### src/rtl/csel_pkg.sv
// Package csel_pkg
// Holds the default geometry shared by the adder and its slices.
// Assumes the bottom and middle slice widths sum to less than the word width.
package csel_pkg;
    localparam int unsigned WORD_W = 16;
    localparam int unsigned LOW_W  = 5;
    localparam int unsigned MID_W  = 5;
endpackage

### src/rtl/csel_fa.sv
// Module csel_fa
// One-bit full adder cell: sum is the parity of the three inputs,
// and carry is the majority of the three inputs. It holds no state.
module csel_fa (
    input  logic x,
    input  logic y,
    input  logic ci,
    output logic s,
    output logic co
);
    // parity gives the sum bit
    assign s  = x ^ y ^ ci;
    // majority gives the carry bit
    assign co = (x & y) | (x & ci) | (y & ci);
endmodule

### src/rtl/csel_ripple.sv
// Module csel_ripple
// Ripple-carry chain of SEG_W full adders. Assumes SEG_W >= 1.
// Carries its own check that the chain matches exact arithmetic.
module csel_ripple #(
    parameter int unsigned SEG_W = 5
) (
    input  logic [SEG_W-1:0] x,
    input  logic [SEG_W-1:0] y,
    input  logic             ci,
    output logic [SEG_W-1:0] s,
    output logic             co
);
    logic [SEG_W:0] chain;

    assign chain[0] = ci;

    genvar k;
    generate
        for (k = 0; k < SEG_W; k++) begin : g_bit
            csel_fa u_fa (
                .x  (x[k]),
                .y  (y[k]),
                .ci (chain[k]),
                .s  (s[k]),
                .co (chain[k+1])
            );
        end
    endgenerate

    assign co = chain[SEG_W];

    // checks the gate chain against a wide arithmetic sum
    always_comb begin
        logic [SEG_W:0] exact_v;
        exact_v = {1'b0, x} + {1'b0, y} + {{SEG_W{1'b0}}, ci};
        a_r7_ripple_exact: assert ({co, s} == exact_v)
            else $error("R7 ripple mismatch");
    end
endmodule

### src/rtl/csel_dual.sv
// Module csel_dual
// Upper slice: two ripple copies, one assuming carry-in 0 and one
// assuming carry-in 1. The late incoming carry picks one of them.
// Assumes the incoming carry settles last.
module csel_dual #(
    parameter int unsigned SEG_W = 5
) (
    input  logic [SEG_W-1:0] x,
    input  logic [SEG_W-1:0] y,
    input  logic             pick,
    output logic [SEG_W-1:0] s,
    output logic             co
);
    logic [SEG_W-1:0] s_c0, s_c1;
    logic             co_c0, co_c1;

    csel_ripple #(.SEG_W(SEG_W)) u_c0 (
        .x(x), .y(y), .ci(1'b0), .s(s_c0), .co(co_c0)
    );
    csel_ripple #(.SEG_W(SEG_W)) u_c1 (
        .x(x), .y(y), .ci(1'b1), .s(s_c1), .co(co_c1)
    );

    // selects the candidate that matches the real incoming carry
    always_comb begin
        if (pick) begin
            s  = s_c1;
            co = co_c1;
        end else begin
            s  = s_c0;
            co = co_c0;
        end
    end

    // the two independent copies must differ by exactly one
    always_comb begin
        a_r6_copies_step: assert ({co_c1, s_c1} == {co_c0, s_c0} + 1'b1)
            else $error("R6 candidate copies disagree");
    end
endmodule

### src/rtl/csel_addsub.sv
// Module csel_addsub
// Top: a 16-bit adder/subtractor built as a low ripple slice and two
// duplicated upper slices joined by a serial select chain. Subtraction
// inverts the second operand and feeds a 1 into the bottom slice.
// Purely combinational.
module csel_addsub
    import csel_pkg::*;
#(
    parameter int unsigned W  = WORD_W,
    parameter int unsigned LW = LOW_W,
    parameter int unsigned MW = MID_W
) (
    input  logic [W-1:0] opnd_a,
    input  logic [W-1:0] opnd_b,
    input  logic         op_sub,
    output logic [W-1:0] result,
    output logic         carry_out
);
    localparam int unsigned HW    = W - LW - MW;
    localparam int unsigned MID_L = LW;
    localparam int unsigned HI_L  = LW + MW;

    logic [W-1:0] b_eff;
    logic         c_low, c_mid;

    // conditional inversion of the second operand
    assign b_eff = opnd_b ^ {W{op_sub}};

    csel_ripple #(.SEG_W(LW)) u_low (
        .x  (opnd_a[LW-1:0]),
        .y  (b_eff[LW-1:0]),
        .ci (op_sub),
        .s  (result[LW-1:0]),
        .co (c_low)
    );

    csel_dual #(.SEG_W(MW)) u_mid (
        .x    (opnd_a[HI_L-1:MID_L]),
        .y    (b_eff[HI_L-1:MID_L]),
        .pick (c_low),
        .s    (result[HI_L-1:MID_L]),
        .co   (c_mid)
    );

    csel_dual #(.SEG_W(HW)) u_high (
        .x    (opnd_a[W-1:HI_L]),
        .y    (b_eff[W-1:HI_L]),
        .pick (c_mid),
        .s    (result[W-1:HI_L]),
        .co   (carry_out)
    );

    // whole-word checks of add and subtract behaviour
    always_comb begin
        if (!op_sub) begin
            a_r1_add_exact: assert ({carry_out, result} == {1'b0, opnd_a} + {1'b0, opnd_b})
                else $error("R1 add mismatch");
        end else begin
            a_r2_no_borrow: assert (carry_out == (opnd_a >= opnd_b))
                else $error("R2 borrow sense wrong");
            if (opnd_b == '0) begin
                a_r5_sub_zero: assert (carry_out && (result == opnd_a))
                    else $error("R5 subtract zero wrong");
            end
        end
    end
endmodule

### config.mk
export PLATFORM = sky130hd
export DESIGN_NAME = csel_addsub
export DESIGN_NICKNAME = d
export VERILOG_FILES = /design/src/rtl/csel_pkg.sv /design/src/rtl/csel_fa.sv /design/src/rtl/csel_ripple.sv /design/src/rtl/csel_dual.sv /design/src/rtl/csel_addsub.sv
export SDC_FILE = /design/constraint.sdc
export NUM_CORES = 1
export LEC_CHECK = 0
export ABC_AREA = 1
export BUFFER_PORTS_ARGS = -buffer_cell sky130_fd_sc_hd__buf_2
export CAP_MARGIN = 10
export CORE_MARGIN = 2
export CORE_UTILIZATION = 45
export DETAILED_ROUTE_END_ITERATION = 7
export PLACE_DENSITY_LB_ADDON = 0.3
export SLEW_MARGIN = 0
export SYNTH_ARGS = -nofsm -noshare
export SYNTH_HDL_FRONTEND = slang
export SYNTH_SLANG_ARGS = --single-unit
export TNS_END_PERCENT = 10
### constraint.sdc
create_clock -name vclk -period 7.2
set_clock_uncertainty 0.2 [all_clocks]
set_input_delay 0.36 -clock vclk [all_inputs]
set_output_delay 0.36 -clock vclk [all_outputs]
set_load 0.005 [all_outputs]
==> results of run 1 <==
-- cell usage in the layout (no fill, tap or decap) --
cell type / n
sky130_fd_sc_hd__nand2_1: 43
sky130_fd_sc_hd__nand3_2: 2
sky130_fd_sc_hd__nand2_2: 8
sky130_fd_sc_hd__buf_2: 50
sky130_fd_sc_hd__o21ai_0: 5
sky130_fd_sc_hd__nand3b_1: 5
sky130_fd_sc_hd__inv_1: 39
sky130_fd_sc_hd__nand3_1: 22
sky130_fd_sc_hd__xnor2_2: 2
sky130_fd_sc_hd__a21oi_1: 7
sky130_fd_sc_hd__ha_1: 13
sky130_fd_sc_hd__xor2_1: 4
sky130_fd_sc_hd__xnor2_1: 13
sky130_fd_sc_hd__or2_2: 2
sky130_fd_sc_hd__or2_1: 2
sky130_fd_sc_hd__nor2_1: 3
sky130_fd_sc_hd__and2_1: 1
sky130_fd_sc_hd__fa_1: 4
sky130_fd_sc_hd__inv_2: 1
-- cell type report --
type | count | area (um2) | area share, %
tap | 30 | 37.5 | 2.79
inverter | 40 | 150 | 11.2
timing repair buffer | 50 | 250 | 18.6
multi-input combinational | 136 | 906 | 67.4
-- critical path, delay by kind of cell --
kind	cells	cell delay, ps
AOI/OAI and AO/OA	1	220
adders and majority gates	4	1430
buffers and inverters	5	790
and+or+nand+nor	7	820
-- through the flow --
step                instances  area, um2
floorplan                 186       1150
global placement          256       1340
detailed placement        256       1340
CTS                       256       1340
global route              256       1340
finish                    256       1340
-- how the worst max path moves through the flow --
stage	to	slack, ps	from
2_1_floorplan	result[10]	3720	op_sub
3_3_place_gp	result[15]	3090	op_sub
3_5_place_dp	carry_out	3030	op_sub
4_1_cts	result[15]	3030	op_sub
5_1_grt	carry_out	2700	op_sub
6_report	result[15]	3040	op_sub
-- power by group through the flow --
stage               combinational, mW  sequential, mW  clock, mW
floorplan                       0.115               0          0
global placement                0.148               0          0
detailed placement              0.149               0          0
CTS                             0.149               0          0
global route                    0.173               0          0
finish                          0.148               0          0
-- logic make-up after synthesis --
group	Yosys count	synth area share [%]
AOI/OAI and AO/OA	12	5.21
xor gates and xnor gates	19	15.7
adders and majority gates	17	21.1
buffers and inverters	50	21.4
and+or+nand+nor	88	36.6
-- per-layer routing --
layer	wire [um]	GRT usage, %	part of all wire, %	vias up
met5	0	0	0	-
met4	0	0	0	0
met3	99	0.273	4.7	0
met2	1000	26.8	48	33
met1	987	21.4	47	486
li1	-	-	-	640
==> metrics.txt, run 1 <==
# TYPE chip_impl_metric gauge
chip_impl_metric{name="post_route_cells_drive_above_1_share",unit="%"} 28.8
chip_impl_metric{name="hold_depth",unit=""} 3
chip_impl_metric{name="drt_iter0_drcs",unit=""} 21
chip_impl_metric{name="antenna_cells",unit=""} 0
chip_impl_metric{name="syn_area",unit="mm2"} 0.00115
chip_impl_metric{name="final_core_density",unit="%"} 54.7
chip_impl_metric{name="critPathRequiredTime",unit="ps"} 6640
chip_impl_info{name="critical_path.cell_chain",value="buf_2 > inv_2 > o21ai_0 > fa_1 > inv_1 > fa_1 > fa_1 > fa_1 > inv_1 > nor2_1 > nand2_2 > nand3_2 > nand2_2 > nand2_1 > nand3_1 > nand2_1 > buf_2"} 1
chip_impl_metric{name="final.hold.worst_slack",unit="ps"} 791
chip_impl_metric{name="final_max_slew_viol_count",unit=""} 0
chip_impl_info{name="timing.setup.critical_path_class",value="in -> out"} 1
chip_impl_metric{name="crit_path_max_fanout",unit=""} 16
chip_impl_metric{name="min_period_over_period",unit="%"} 57.7
chip_impl_metric{name="globalRouteTotalUtil",unit="%"} 15.1
chip_impl_metric{name="p_total",unit="mW"} 0.148
chip_impl_metric{name="synth.net_count",unit=""} 236
chip_impl_metric{name="crit_arrival",unit="ps"} 3600
chip_impl_metric{name="num_vias",unit=""} 1159
chip_impl_metric{name="syn_area_per_cell",unit="um2"} 6.20
chip_impl_metric{name="yosysWarnings",unit=""} 0
chip_impl_metric{name="timing.final.setup_violations",unit=""} 0
chip_impl_metric{name="die-area",unit="mm2"} 0.00298
chip_impl_metric{name="cp_slowest_stage_delay",unit="ps"} 480
chip_impl_info{name="leading_cell_types_by_count_after_synthesis",value="sky130_fd_sc_hd__nand2_1 (43), sky130_fd_sc_hd__inv_1 (39), sky130_fd_sc_hd__nand3_1 (22)"} 1
chip_impl_metric{name="post-cts-setup-buffer-count",unit=""} 0
chip_impl_metric{name="nFillCells",unit=""} 266
chip_impl_metric{name="power.combinational.fraction",unit="%"} 100.0
chip_impl_metric{name="core-area",unit="mm2"} 0.00245
chip_impl_info{name="crit_path_max_delay_cell_type",value="sky130_fd_sc_hd__fa_1"} 1
chip_impl_metric{name="grt_overflow_total",unit=""} 0
chip_impl_metric{name="peakVddDrop",unit="uV"} 80.2
chip_impl_metric{name="route.antenna.remaining_nets",unit=""} 0
chip_impl_metric{name="hold_buffers",unit=""} 0
chip_impl_info{name="min-delay-start",value="opnd_a[0]"} 1
chip_impl_metric{name="p_leak",unit="nW"} 0.836
chip_impl_metric{name="synth-seq-area-share",unit="%"} 0
chip_impl_metric{name="initial_antenna_violation_count",unit=""} 0
chip_impl_metric{name="synth_largest_type_area_fraction",unit="%"} 14.1
chip_impl_metric{name="nFlopsAndLatches",unit=""} 0
chip_impl_metric{name="sequential_cell_area",unit="um2"} 0
chip_impl_metric{name="dpl_worst_slack",unit="ps"} 3030
chip_impl_metric{name="fin_nets",unit=""} 278
chip_impl_metric{name="period_minus_slack",unit="ps"} 4160
chip_impl_metric{name="net_sw_power",unit="mW"} 0.0786
chip_impl_info{name="cp-end-kind",value="output pin"} 1
chip_impl_metric{name="floorplan.initialDensity",unit="%"} 46.9
chip_impl_info{name="min_to",value="result[0]"} 1
chip_impl_metric{name="grt_first_pass_wirelength",unit="um"} 3520
chip_impl_metric{name="netlist-cell-type-count",unit=""} 22
chip_impl_metric{name="final.clkbuf_count",unit=""} 0
chip_impl_info{name="rsz0062_at_grt",value="false"} 1
chip_impl_info{name="start_kind",value="primary input"} 1
chip_impl_metric{name="cts.repair.resized",unit=""} 0
chip_impl_metric{name="total_i_o_pin_count",unit=""} 50
chip_impl_metric{name="placement.io_buffers",unit=""} 50
chip_impl_metric{name="power.sequential.fraction",unit="%"} 0
chip_impl_metric{name="std_cell_rows",unit=""} 18
chip_impl_metric{name="routed_wl",unit="um"} 2090
chip_impl_metric{name="area_growth_syn_to_layout",unit="%"} 16.6
chip_impl_metric{name="hpwl",unit="um"} 1860
chip_impl_metric{name="worstMarginPinSlew",unit="ps"} 458
chip_impl_metric{name="max_freq",unit="MHz"} 241
chip_impl_metric{name="vias_per_cell",unit=""} 4.53
chip_impl_info{name="synth_area_leaders",value="sky130_fd_sc_hd__ha_1 (14%), sky130_fd_sc_hd__nand2_1 (14%), sky130_fd_sc_hd__inv_1 (13%)"} 1
chip_impl_metric{name="fin_tns_setup",unit="ps"} 0
chip_impl_metric{name="power_density",unit="mW/mm2"} 110
chip_impl_info{name="outcome",value="finished, final reports clean"} 1
chip_impl_metric{name="gpl.final_weighted_congestion",unit=""} 0.712
chip_impl_info{name="synth_largest_area_cell",value="sky130_fd_sc_hd__ha_1"} 1
chip_impl_metric{name="report.final.hold_viol_count",unit=""} 0
chip_impl_metric{name="die_h",unit="um"} 54.6
chip_impl_metric{name="share_clk_of_total_power",unit="%"} 0
chip_impl_info{name="yosysMostFrequentCell",value="sky130_fd_sc_hd__nand2_1"} 1
chip_impl_metric{name="fin_ws",unit="ps"} 3040
chip_impl_info{name="min_path_type",value="in -> out"} 1
chip_impl_metric{name="largest_net_degree_at_the_start_of_global_routing",unit=""} 17
chip_impl_metric{name="maxSlewHeadroom",unit="%"} 69.5
chip_impl_metric{name="sw_frac_of_total",unit="%"} 53.3
chip_impl_info{name="cell_repeated_most_along_the_worst_path",value="sky130_fd_sc_hd__fa_1"} 1
chip_impl_metric{name="firstDrtPassIters",unit=""} 4
chip_impl_metric{name="max_cap_violations",unit=""} 0
chip_impl_metric{name="die_w",unit="um"} 54.6
chip_impl_metric{name="routed_wire_length_per_instance",unit="um"} 8.15
chip_impl_metric{name="synthCells",unit=""} 186
chip_impl_metric{name="grt_pass1_vias",unit=""} 922
chip_impl_metric{name="p_int",unit="mW"} 0.0689
chip_impl_metric{name="drc_errors",unit=""} 0
(Power assumes the default switching activity.)
==> inputs of run 2 (changes only) <==
Settings changed: ABC_AREA 1 to 0, CORE_UTILIZATION 45 to 43.
Clock period 7.2 ns to 3.7 ns, I/O delays scaled along.
==> metrics.txt, run 2 <==
# TYPE chip_impl_metric gauge
chip_impl_info{name="outcome",value="finished, final reports clean"} 1
chip_impl_metric{name="crit_arrival",unit="ps"} 3190
chip_impl_metric{name="p_leak",unit="nW"} 0.628
chip_impl_metric{name="placement.io_buffers",unit=""} 50
chip_impl_info{name="yosysMostFrequentCell",value="sky130_fd_sc_hd__inv_1"} 1
chip_impl_metric{name="netlist-cell-type-count",unit=""} 30
chip_impl_metric{name="die_h",unit="um"} 49.6
chip_impl_metric{name="fin_nets",unit=""} 211
chip_impl_metric{name="maxSlewHeadroom",unit="%"} 78.5
chip_impl_metric{name="grt_first_pass_wirelength",unit="um"} 3020
chip_impl_metric{name="critPathRequiredTime",unit="ps"} 3310
chip_impl_metric{name="total_i_o_pin_count",unit=""} 50
chip_impl_metric{name="largest_net_degree_at_the_start_of_global_routing",unit=""} 13
chip_impl_metric{name="globalRouteTotalUtil",unit="%"} 14.6
chip_impl_info{name="leading_cell_types_by_count_after_synthesis",value="sky130_fd_sc_hd__inv_1 (17), sky130_fd_sc_hd__xor2_1 (14), sky130_fd_sc_hd__ha_1 (13), sky130_fd_sc_hd__xnor2_1 (13), sky130_fd_sc_hd__nor2_1 (7)"} 1
chip_impl_metric{name="final_max_slew_viol_count",unit=""} 0
chip_impl_metric{name="sequential_cell_area",unit="um2"} 0
chip_impl_metric{name="post_route_cells_drive_above_1_share",unit="%"} 43.4
chip_impl_metric{name="final.clkbuf_count",unit=""} 0
chip_impl_metric{name="max_cap_violations",unit=""} 0
chip_impl_metric{name="die-area",unit="mm2"} 0.00246
chip_impl_metric{name="routed_wire_length_per_instance",unit="um"} 9.85
chip_impl_info{name="start_kind",value="primary input"} 1
chip_impl_metric{name="synth-seq-area-share",unit="%"} 0
chip_impl_info{name="most_common_cell_after_layout_fill_and_taps_aside",value="sky130_fd_sc_hd__buf_2"} 1
chip_impl_metric{name="num_vias",unit=""} 884
chip_impl_metric{name="peakVddDrop",unit="uV"} 133
chip_impl_metric{name="p_total",unit="mW"} 0.273
chip_impl_metric{name="placedCellCount",unit=""} 186
chip_impl_metric{name="vias_per_cell",unit=""} 4.75
chip_impl_metric{name="core-area",unit="mm2"} 0.00196
chip_impl_metric{name="route.antenna.remaining_nets",unit=""} 0
chip_impl_metric{name="multi_input_area",unit="um2"} 807
chip_impl_metric{name="placed_cell_area",unit="mm2"} 0.00119
chip_impl_metric{name="drt_iter0_drcs",unit=""} 3
chip_impl_info{name="synth_area_leaders",value="sky130_fd_sc_hd__ha_1 (18%), sky130_fd_sc_hd__xor2_1 (14%), sky130_fd_sc_hd__xnor2_1 (13%)"} 1
chip_impl_metric{name="syn_area_per_cell",unit="um2"} 8.05
chip_impl_metric{name="synthCells",unit=""} 111
chip_impl_metric{name="hpwl",unit="um"} 1650
chip_impl_metric{name="grt_pass1_vias",unit=""} 769
chip_impl_metric{name="timing.final.setup_violations",unit=""} 0
chip_impl_metric{name="grt_overflow_total",unit=""} 0
chip_impl_metric{name="firstDrtPassIters",unit=""} 3
chip_impl_info{name="rsz0062_at_grt",value="true"} 1
chip_impl_metric{name="antenna_cells",unit=""} 0
chip_impl_metric{name="power_density",unit="mW/mm2"} 226
chip_impl_metric{name="nFillCells",unit=""} 209
chip_impl_metric{name="drc_errors",unit=""} 0
chip_impl_info{name="synth_largest_area_cell",value="sky130_fd_sc_hd__ha_1"} 1
chip_impl_info{name="min_path_type",value="in -> out"} 1
chip_impl_metric{name="syn_area",unit="um2"} 893
chip_impl_metric{name="period_minus_slack",unit="ps"} 3570
chip_impl_metric{name="min_period_over_period",unit="%"} 96.5
chip_impl_info{name="cp-end-kind",value="output pin"} 1
chip_impl_info{name="final_cell_mix",value="sky130_fd_sc_hd__buf_2 (49), sky130_fd_sc_hd__inv_1 (17), sky130_fd_sc_hd__xor2_1 (13), sky130_fd_sc_hd__xnor2_1 (13), sky130_fd_sc_hd__ha_1 (13)"} 1
chip_impl_metric{name="final_core_density",unit="%"} 61.5
chip_impl_metric{name="post-cts-setup-buffer-count",unit=""} 0
chip_impl_metric{name="report.final.hold_viol_count",unit=""} 0
chip_impl_metric{name="crit_path_max_fanout",unit=""} 10
chip_impl_metric{name="routed_wl",unit="um"} 1830
chip_impl_metric{name="non_filler_cells_final",unit=""} 186
chip_impl_metric{name="synth.net_count",unit=""} 161
chip_impl_metric{name="area_growth_syn_to_layout",unit="%"} 35.2
chip_impl_metric{name="die_w",unit="um"} 49.6
chip_impl_metric{name="layout.cell_area.non_filler",unit="mm2"} 0.00121
chip_impl_metric{name="final.hold.worst_slack",unit="ps"} 443
chip_impl_metric{name="worstMarginPinSlew",unit="ps"} 323
chip_impl_metric{name="max_freq",unit="MHz"} 280
chip_impl_metric{name="synth_largest_type_area_fraction",unit="%"} 18.2
chip_impl_metric{name="std_cell_rows",unit=""} 16
chip_impl_metric{name="yosysWarnings",unit=""} 0
chip_impl_metric{name="gpl.final_weighted_congestion",unit=""} 0.760
chip_impl_metric{name="nFlopsAndLatches",unit=""} 0
chip_impl_info{name="timing.setup.critical_path_class",value="in -> out"} 1
chip_impl_metric{name="floorplan.initialDensity",unit="%"} 45.5
chip_impl_metric{name="initial_antenna_violation_count",unit=""} 0
[run 2: cell count changes after synthesis, sizes merged, moves of 3 or more]
cell and change:
o31ai +3, nand3 -24, nand2 -49, inv -23, nor2 +4, xor2 +10, buf -3, a21oi -3
nand2b +4, nand3b -5
[run 2: final cells by class]
class,count,area share (%)
well taps,27,2.80
multi-input cells,87,66.8
inverters,17,5.28
repair buffers,55,25.1
[run 2: stage by stage]
step                      setup WS (ps)  setup TNS, ps
final                               130              0
after floorplan                    39.7              0
after global routing              -52.2          -78.6
after global placement             18.3              0
after detailed placement          -99.4           -302
after CTS                          43.3              0
[run 2: kinds of logic after synthesis]
kind of cell	share of synthesized area, %
mux	2.38
buf+inv	13.2
xor+xnor	26.5
simple gates	12.7
fa+ha+maj	27.2
compound gates	18.1
[run 2: worst paths after layout]
check                 startpoint          to  depth (start not counted)
worst min-delay path   opnd_a[0]   result[0]                          3
worst max-delay path      op_sub  result[15]                         15
[run 2: report_power, final]
part / internal, mW / switching, mW
clock: 0 / 0
sequential: 0 / 0
combinational: 0.148 / 0.125
total: 0.148 / 0.125
[run 2: what timing repair did]
| action | in CTS | in global routing |
|---|---|---|
| setup endpoints to repair | 5 | 5 |
| pin swaps | 1 | 1 |
| gates resized for setup | 3 | 3 |
| hold buffers | 0 | 0 |
[run 2: metal layers]
| layer | wire (um) | track usage, % | share of wire [%] |
|---|---|---|---|
| met1 | 795 | 18.6 | 43 |
| met2 | 925 | 28.2 | 50 |
| met3 | 113 | 0.909 | 6.2 |
| met4 | 0 | 0 | 0 |
| met5 | 0 | 0 | 0 |
[run 2: worst max-delay path, cell delays in order]
cell and delay, ps:
sky130_fd_sc_hd__clkbuf_4 140, sky130_fd_sc_hd__inv_1 70, sky130_fd_sc_hd__o21ai_2 150, sky130_fd_sc_hd__fa_1 170, sky130_fd_sc_hd__inv_1 50, sky130_fd_sc_hd__fa_2 340, sky130_fd_sc_hd__fa_2 350, sky130_fd_sc_hd__fa_2 360
sky130_fd_sc_hd__mux2i_2 170, sky130_fd_sc_hd__a221oi_2 380, sky130_fd_sc_hd__o31ai_4 90, sky130_fd_sc_hd__buf_12 140, sky130_fd_sc_hd__mux2_4 310, sky130_fd_sc_hd__xnor2_1 130, sky130_fd_sc_hd__buf_2 130
==> inputs of run 3 (changes only) <==
Settings changed: CELL_PAD_IN_SITES_DETAIL_PLACEMENT set to 0, CELL_PAD_IN_SITES_GLOBAL_PLACEMENT set to 1, CORE_UTILIZATION 43 to 29, PLACE_DENSITY_LB_ADDON 0.3 to 0.1.
==> metrics.txt, run 3 (synthesized netlist as in run 2, its figures left out) <==
# TYPE chip_impl_metric gauge
chip_impl_info{name="min_to",value="result[0]"} 1
chip_impl_metric{name="power_density",unit="mW/mm2"} 232
chip_impl_metric{name="dpl_worst_slack",unit="ps"} -138
chip_impl_metric{name="timing.final.setup_violations",unit=""} 0
chip_impl_metric{name="hold_depth",unit=""} 3
chip_impl_metric{name="multi_input_area",unit="um2"} 806
chip_impl_metric{name="die_h",unit="um"} 59.5
chip_impl_metric{name="total_i_o_pin_count",unit=""} 50
chip_impl_metric{name="placement.io_buffers",unit=""} 50
chip_impl_info{name="crit_path_max_delay_cell_type",value="sky130_fd_sc_hd__fa_2"} 1
chip_impl_metric{name="max_cap_violations",unit=""} 0
chip_impl_metric{name="initial_antenna_violation_count",unit=""} 0
chip_impl_metric{name="vias_per_cell",unit=""} 4.69
chip_impl_metric{name="fin_ws",unit="ps"} 88.5
chip_impl_metric{name="drc_errors",unit=""} 0
chip_impl_info{name="critical_path.cell_chain",value="buf_4 > xor2_2 > fa_1 > inv_1 > fa_2 > fa_2 > fa_2 > mux2i_2 > a221oi_2 > buf_4 > o31ai_4 > buf_12 > mux2_4 > o21bai_1 > buf_2"} 1
chip_impl_info{name="min_path_type",value="in -> out"} 1
chip_impl_info{name="timing.setup.critical_path_class",value="in -> out"} 1
chip_impl_metric{name="final.clkbuf_count",unit=""} 0
chip_impl_metric{name="worstPathBufferInverterCount",unit=""} 5
chip_impl_metric{name="nFillCells",unit=""} 331
chip_impl_metric{name="layout.cell_area.non_filler",unit="mm2"} 0.00126
chip_impl_metric{name="critPathRequiredTime",unit="ps"} 3310
chip_impl_metric{name="hold_buffers",unit=""} 0
chip_impl_metric{name="gpl.final_weighted_congestion",unit=""} 0.676
chip_impl_metric{name="grt_pass1_vias",unit=""} 799
chip_impl_metric{name="routed_wire_length_per_instance",unit="um"} 10.5
chip_impl_info{name="cell_repeated_most_along_the_worst_path",value="sky130_fd_sc_hd__fa_2"} 1
chip_impl_info{name="cp-end-kind",value="output pin"} 1
chip_impl_metric{name="route.antenna.remaining_nets",unit=""} 0
chip_impl_metric{name="crit_path_max_fanout",unit=""} 5
chip_impl_metric{name="placed_cell_area",unit="mm2"} 0.00120
chip_impl_metric{name="p_leak",unit="nW"} 0.653
chip_impl_metric{name="core-area",unit="mm2"} 0.00300
chip_impl_metric{name="share_clk_of_total_power",unit="%"} 0
chip_impl_metric{name="largest_net_degree_at_the_start_of_global_routing",unit=""} 14
chip_impl_metric{name="period_minus_slack",unit="ps"} 3610
chip_impl_metric{name="grt_overflow_total",unit=""} 0
chip_impl_metric{name="final.hold.worst_slack",unit="ps"} 450
chip_impl_metric{name="drt_iter0_drcs",unit=""} 15
chip_impl_metric{name="p_int",unit="mW"} 0.163
chip_impl_metric{name="die_w",unit="um"} 59.5
chip_impl_metric{name="sequential_cell_area",unit="um2"} 0
chip_impl_info{name="final_cell_mix",value="sky130_fd_sc_hd__buf_2 (49), sky130_fd_sc_hd__inv_1 (17), sky130_fd_sc_hd__xor2_1 (13), sky130_fd_sc_hd__xnor2_1 (13), sky130_fd_sc_hd__ha_1 (13)"} 1
chip_impl_metric{name="report.final.hold_viol_count",unit=""} 0
chip_impl_metric{name="floorplan.initialDensity",unit="%"} 29.8
chip_impl_metric{name="antenna_cells",unit=""} 0
chip_impl_metric{name="max_freq",unit="MHz"} 277
chip_impl_metric{name="cp_slowest_stage_delay",unit="ps"} 360
chip_impl_metric{name="final_core_density",unit="%"} 42.0
chip_impl_metric{name="maxSlewHeadroom",unit="%"} 80.5
chip_impl_metric{name="num_vias",unit=""} 920
chip_impl_metric{name="crit_arrival",unit="ps"} 3230
chip_impl_metric{name="final_max_slew_viol_count",unit=""} 0
chip_impl_metric{name="grt_first_pass_wirelength",unit="um"} 3220
chip_impl_metric{name="power.combinational.fraction",unit="%"} 100.0
chip_impl_info{name="crit_path_start",value="op_sub"} 1
chip_impl_metric{name="hpwl",unit="um"} 1790
chip_impl_metric{name="firstDrtPassIters",unit=""} 4
chip_impl_metric{name="peakVddDrop",unit="uV"} 76.4
chip_impl_metric{name="routed_wl",unit="um"} 2050
chip_impl_metric{name="die-area",unit="mm2"} 0.00354
chip_impl_metric{name="min_period_over_period",unit="%"} 97.6
chip_impl_metric{name="post_route_cells_drive_above_1_share",unit="%"} 44.8
chip_impl_info{name="critPathTopFamily",value="adder cells"} 1
chip_impl_metric{name="area_growth_syn_to_layout",unit="%"} 41.2
chip_impl_info{name="rsz0062_at_grt",value="true"} 1
chip_impl_metric{name="worstMarginPinSlew",unit="ps"} 292
chip_impl_metric{name="power.sequential.fraction",unit="%"} 0
chip_impl_info{name="start_kind",value="primary input"} 1
chip_impl_metric{name="nFlopsAndLatches",unit=""} 0
chip_impl_metric{name="sw_frac_of_total",unit="%"} 44.4
chip_impl_metric{name="globalRouteTotalUtil",unit="%"} 11.2
chip_impl_metric{name="net_sw_power",unit="mW"} 0.130
chip_impl_info{name="outcome",value="finished, final reports clean"} 1
chip_impl_metric{name="std_cell_rows",unit=""} 20
chip_impl_metric{name="fin_nets",unit=""} 215
chip_impl_info{name="most_common_cell_after_layout_fill_and_taps_aside",value="sky130_fd_sc_hd__buf_2"} 1
chip_impl_info{name="min-delay-start",value="opnd_a[0]"} 1
## run 3: timing repair
action,in CTS,in global routing
buffers inserted,2,1
gates resized for setup,3,3
pin swaps,2,3
setup endpoints to repair,5,5
cloned,0,1
hold endpoints to repair,0,0
## run 3: metrics by stage
stage	power, mW	std cells	setup TNS, ps
3_3_place_gp	0.272	192	-96.5
4_1_cts	0.283	194	0
6_report	0.293	196	0
5_1_grt	0.328	196	-377
3_5_place_dp	0.276	192	-466
2_1_floorplan	0.182	111	0
## run 3: how the worst max path moves through the flow
stage	endpoint	cells past startpoint	slack, ps
finish	carry_out	15	90
global route	carry_out	16	-100
floorplan	carry_out	13	40
CTS	carry_out	16	30
global placement	result[13]	16	-40
detailed placement	result[13]	16	-140
## run 3: cell type report
class,count,area share [%]
Multi-Input combinational cell,87,63.9
Timing Repair Buffer,59,27.8
Inverter,17,5.06
Tap cell,33,3.27
## run 3: metal layers
layer | global-route usage [%] | vias to the layer above | routed length, um | part of all wire (%)
met1 | 16.1 | 425 | 952 | 46
met3 | 0 | 0 | 132 | 6.4
li1 | - | 465 | - | -
met4 | 0 | 0 | 0 | 0
met2 | 20.3 | 30 | 965 | 47
met5 | 0 | - | 0 | 0
## run 3: power groups by stage
stage	Clock [mW]	Sequential (mW)	Combinational, mW
final	0	0	0.293
after global routing	0	0	0.328
after CTS	0	0	0.283
after detailed placement	0	0	0.276
after global placement	0	0	0.272
after floorplan	0	0	0.182
